<file path="src/rtl/irq_level_pkg.sv">
package irq_level_pkg;
    localparam int LVL_W          = 2;
    localparam int FIELDS_PER_REG = 8 / LVL_W;
    typedef logic [LVL_W-1:0] lvl_t;
    localparam lvl_t LVL_OFF      = '1;
endpackage

</file>
<file path="src/rtl/irq_level_regs.sv">
module irq_level_regs
    import irq_level_pkg::*;
#(
    parameter int N_SRC  = 12,
    parameter int ADDR_W = 8,
    parameter logic [ADDR_W-1:0] BASE_ADDR = 8'h7C
) (
    input  logic                    clk,
    input  logic                    rst,
    input  logic [ADDR_W-1:0]       bus_addr,
    input  logic                    bus_wr,
    input  logic [7:0]              bus_wdata,
    output logic [7:0]              bus_rdata,
    output lvl_t [N_SRC-1:0]        levels_o
);
    localparam int N_REG = (N_SRC + FIELDS_PER_REG - 1) / FIELDS_PER_REG;

    typedef struct packed {
        logic [N_REG-1:0][7:0] regs;
    } state_t;

    state_t state_d, state_q;
    logic   addr_hit;

    always_comb begin
        state_d  = state_q;
        addr_hit = 1'b0;
        for (int r = 0; r < N_REG; r++) begin
            if (bus_addr == BASE_ADDR + ADDR_W'(r)) begin
                addr_hit = 1'b1;
                if (bus_wr) state_d.regs[r] = bus_wdata;
            end
        end
        if (rst) state_d.regs = '1;
    end

    always_ff @(posedge clk) begin
        state_q <= state_d;
    end

    assign bus_rdata = addr_hit ? 8'hFF : 8'h00;

    for (genvar n = 0; n < N_SRC; n++) begin : g_field
        assign levels_o[n] =
            state_q.regs[n / FIELDS_PER_REG][LVL_W*(n % FIELDS_PER_REG) +: LVL_W];
    end


    reset_levels_chk: assert property (@(posedge clk)
        rst |=> (levels_o == '1));


    write_lands_chk: assert property (@(posedge clk) disable iff (rst)
        (bus_wr && bus_addr == BASE_ADDR) |=> (levels_o[0] == $past(bus_wdata[1:0])));


    stray_write_chk: assert property (@(posedge clk) disable iff (rst)
        !addr_hit |=> $stable(levels_o));
endmodule

</file>
<file path="src/rtl/irq_level_arbiter.sv">
module irq_level_arbiter
    import irq_level_pkg::*;
#(
    parameter int N_SRC = 12,
    localparam int IDX_W = $clog2(N_SRC)
) (
    input  logic                 clk,
    input  logic                 rst,
    input  lvl_t [N_SRC-1:0]     levels_i,
    input  logic [N_SRC-1:0]     irq_req,
    input  lvl_t                 cpu_level,
    output logic                 irq_take,
    output logic [IDX_W-1:0]     irq_idx,
    output lvl_t                 irq_lvl
);
    always_comb begin
        irq_take = 1'b0;
        irq_idx  = '0;
        irq_lvl  = LVL_OFF;
        for (int i = 0; i < N_SRC; i++) begin
            if (irq_req[i] && levels_i[i] != LVL_OFF && levels_i[i] < cpu_level
                && (!irq_take || levels_i[i] < irq_lvl)) begin
                irq_take = 1'b1;
                irq_idx  = IDX_W'(i);
                irq_lvl  = levels_i[i];
            end
        end
    end


    below_cpu_chk: assert property (@(posedge clk) disable iff (rst)
        irq_take |-> (irq_lvl < cpu_level));


    never_off_chk: assert property (@(posedge clk) disable iff (rst)
        irq_take |-> (irq_lvl != LVL_OFF));


    winner_pending_chk: assert property (@(posedge clk) disable iff (rst)
        irq_take |-> irq_req[irq_idx]);


    idle_outputs_chk: assert property (@(posedge clk) disable iff (rst)
        !irq_take |-> (irq_idx == '0 && irq_lvl == LVL_OFF));
endmodule

</file>
<file path="src/rtl/irq_level_ctrl.sv">
module irq_level_ctrl
    import irq_level_pkg::*;
#(
    parameter int N_SRC  = 12,
    parameter int ADDR_W = 8,
    parameter logic [ADDR_W-1:0] BASE_ADDR = 8'h7C,
    localparam int IDX_W = $clog2(N_SRC)
) (
    input  logic              clk,
    input  logic              rst,
    input  logic [ADDR_W-1:0] bus_addr,
    input  logic              bus_wr,
    input  logic [7:0]        bus_wdata,
    output logic [7:0]        bus_rdata,
    input  logic [N_SRC-1:0]  irq_req,
    input  logic [1:0]        cpu_level,
    output logic              irq_take,
    output logic [IDX_W-1:0]  irq_idx,
    output logic [1:0]        irq_lvl
);
    lvl_t [N_SRC-1:0] levels;

    irq_level_regs #(
        .N_SRC(N_SRC), .ADDR_W(ADDR_W), .BASE_ADDR(BASE_ADDR)
    ) u_regs (
        .clk(clk), .rst(rst), .bus_addr(bus_addr), .bus_wr(bus_wr),
        .bus_wdata(bus_wdata), .bus_rdata(bus_rdata), .levels_o(levels)
    );

    irq_level_arbiter #(.N_SRC(N_SRC)) u_arb (
        .clk(clk), .rst(rst), .levels_i(levels), .irq_req(irq_req),
        .cpu_level(cpu_level), .irq_take(irq_take), .irq_idx(irq_idx),
        .irq_lvl(irq_lvl)
    );
endmodule

</file>
<file path="config.mk">
export PLATFORM = sky130hd
export DESIGN_NAME = irq_level_ctrl
export DESIGN_NICKNAME = d
export VERILOG_FILES = /design/src/rtl/irq_level_pkg.sv /design/src/rtl/irq_level_regs.sv /design/src/rtl/irq_level_arbiter.sv /design/src/rtl/irq_level_ctrl.sv
export SDC_FILE = /design/constraint.sdc
export NUM_CORES = 1
export LEC_CHECK = 0
export CAP_MARGIN = 15
export CORE_UTILIZATION = 53
export DETAILED_ROUTE_END_ITERATION = 7
export GPL_TIMING_DRIVEN = 0
export PLACE_DENSITY = 0.83
export SLEW_MARGIN = 10
export SYNTH_ARGS = -nofsm -noshare
export SYNTH_HDL_FRONTEND = slang
export SYNTH_SLANG_ARGS = --single-unit
</file>
<file path="constraint.sdc">
create_clock -name clk -period 12.9 [get_ports clk]
set_clock_uncertainty 0.2 [all_clocks]
set_input_delay 3.87 -clock clk [delete_from_list [all_inputs] [get_ports clk]]
set_output_delay 3.87 -clock clk [all_outputs]
set_load 0.02 [all_outputs]
</file>
==> results.yml <==
run_status:
  status: "finished clean"
placed_design:
  dp_hpwl_microns: 5410
  io_buffers: 47
  gp_congestion: 0.957
layout:
  diodes: 0
  drive_gt1_share_pct: 17.0
  finalNetCount: 447
  num-fill-cells: 359
  largest_reg_flops: 24
  area_growth_pct: 32.6
sta:
  drv_slew: 0
  hold_viol: 0
  period_needed_ns: 12.61
  fin_crit_sh_pct: 97.8
  max_freq_mhz: 79.3
  worst_pin_slew_ns: 0.869
  slew_headroom_pct: 41.5
  final-setup-viol-count: 0
  holdWs_ns: 0.325
  fin_tns_setup_ns: 0
  rsz0062_at_grt: "false"
synth:
  ys_types: 63
  synth_top_area_cell: "dfxtp_1"
  synth_top_area_share_pct: 18.8
  synth-edff-count: 0
  async_flop_share_pct: 0
  ys_seq_elements: 24
  seq_area_frac_synth_pct: 18.8
  yosysWarnings: 0
  syn-mean-instance-area_sq_um: 7.63
  synth.net_count: 382
  synthFlopType: "dfxtp_1"
  synth_common_cells: "30 x nand2_1, 30 x nor2_1, 24 x dfxtp_1"
  synthCells: 335
  synthTopCellsByArea: "dfxtp_1 19%, a211o_1 6.9%, ha_1 6.9%"
  syn_area_sq_um: 2550
clock_network:
  cts.sink_count: 24
  numCtsBuffers: 3
  clk_path_buf_depth: 2
  cts_tree: "built"
  h-tree-depth: 1
  path_clk_slew_ns: 0.08
  root_buffer: "clkbuf_8"
  clock_latency_ns: 0.27
  ctsHoldBuffers: 0
grt:
  grt_pass1_wl_microns: 11900
  grt_remaining_overflow: 0
  grt_max_degree: 14
  grt_pass1_vias: 2728
  grtUsageTotal_pct: 28.8
  grt_antenna_before_repair: 0
worst_hold_path:
  holdCritPathClass: "register to register"
floorplan:
  dieArea_sq_um: 5100
  pin_count: 48
  die_x_microns: 71.4
  num_rows: 24
  start_util_pct: 56.7
  die_height_microns: 71.4
  core_area_sq_um: 4500
routing:
  drtAntennaViolNets: 0
  firstDrtPassIters: 4
  routed_wl_microns: 7170
  avgViaCountPerCell: 6.26
  drc: 0
  dr.first_iter.drc_count: 283
  wl_per_cell_microns: 15.9
  routed-via-count: 2822
worst_setup_path:
  required_ns: 8.83
  max_stage_delay_ns: 0.40
  arrival_ns: 8.54
  cp_slowest_cell: "or3_4"
  reg2reg_slack_ns: 11.72
  setup.worst_path.end_class: "output pin"
  crit_path_max_fanout: 6
  critical_path_class: "input port to output pin"
  startpoint_type: "input port"
pwr:
  power-per-cell-area_nw_per_um2: 45.5
  p_leak_nw: 1.37
  ir_drop_mv: 0.0541
job:
  cap_violations: 0
-- final timing paths --
check                                         start                   to  cells after the start
worst max-delay path                   cpu_level[1]           irq_lvl[1]                     28
worst min-delay path            u_regs.levels_o[20]  u_regs.levels_o[20]                      2
worst max register to register   u_regs.levels_o[3]   u_regs.levels_o[3]                      2
worst min register to register  u_regs.levels_o[20]  u_regs.levels_o[20]                      2
-- where the power goes --
group / switching (mW) / total (mW) / internal [mW]
registers: 0.000309 / 0.0745 / 0.0742
logic: 0.0134 / 0.0295 / 0.0162
clock network: 0.0230 / 0.0502 / 0.0272
-- metal layers --
| metal | up-vias | part of all wire, % | GRT usage [%] |
|---|---|---|---|
| met4 | 0 | 2.4 | 11.6 |
| met1 | 1299 | 44 | 38.2 |
| li1 | 1401 | - | - |
| met2 | 104 | 47 | 48.4 |
| met3 | 18 | 6.8 | 2.39 |
| met5 | - | 0 | 0 |
-- layout by cell type (no fill, tap or decap), drive strengths merged, types with 3 or more instances in the layout --
cell type / n
and2: 5
o21a: 4
clkdlybuf4s50: 39
o31ai: 5
inv: 15
a21oi: 13
nand3: 6
a211oi: 6
a31o: 3
clkbuf: 9
nand2b: 11
o22ai: 9
dfxtp: 24
a2111oi: 5
nor3b: 6
or3: 6
a22oi: 3
a211o: 20
nor2b: 24
nand3b: 9
nor2: 30
o211ai: 3
nor3: 8
buf: 26
o21ai: 14
and3: 10
nand2: 30
ha: 14
-- kinds of logic (layout without fill, tap and decap cells) --
logic type / after synthesis / after routing / synth area share (%)
AND/OR/NAND/NOR: 156 / 156 / 33.7
AO/OA/AOI/OAI: 109 / 109 / 34.2
buffers and inverters: 30 / 94 / 5.63
multiplexers: 1 / 1 / 0.392
flip-flops: 24 / 24 / 18.8
adder cells (fa/ha/maj): 15 / 15 / 7.25
-- final cells by class --
class / instances / area [sq um] / share of cell area [%]
plain buffers: 14 / 86.3 / 2.55
clock buffers: 4 / 55.1 / 1.62
inverters: 16 / 63.8 / 1.88
multi-input cells: 281 / 2070 / 61.2
flip-flops and latches: 24 / 480 / 14.2
well taps: 52 / 65.1 / 1.92
repair buffers: 60 / 566 / 16.7
-- worst max-delay path, delay by kind of cell --
| kind | cells | cell delay [ns] |
|---|---|---|
| adder cells (fa/ha/maj) | 3 | 0.88 |
| AND/OR/NAND/NOR | 8 | 1.45 |
| multiplexers | 1 | 0.26 |
| buffers and inverters | 7 | 0.93 |
| AO/OA/AOI/OAI | 9 | 1.15 |
-- per-stage QoR --
step           worst slack [ns]  cell area [sq um]  power (mW)  cells  utilization (%)
6_report                  0.288               3390       0.154    451             75.2
5_1_grt                  0.0637               3390       0.160    451             75.2
4_1_cts                 0.00161               3340       0.155    450             74.1
3_5_place_dp              -1.27               3090       0.103    434             68.6
3_3_place_gp              -1.16               3090       0.102    434             68.6
2_1_floorplan             0.118               2550      0.0878    335                -
-- timing repair --
action / in CTS / in global routing
gates cloned: 0 / 0
pin swaps: 9 / 6
endpoints found under the setup margin: 6 / 6
resized for setup: 43 / 13
setup buffers: 12 / 1
Power figures use the tool's default switching activity.
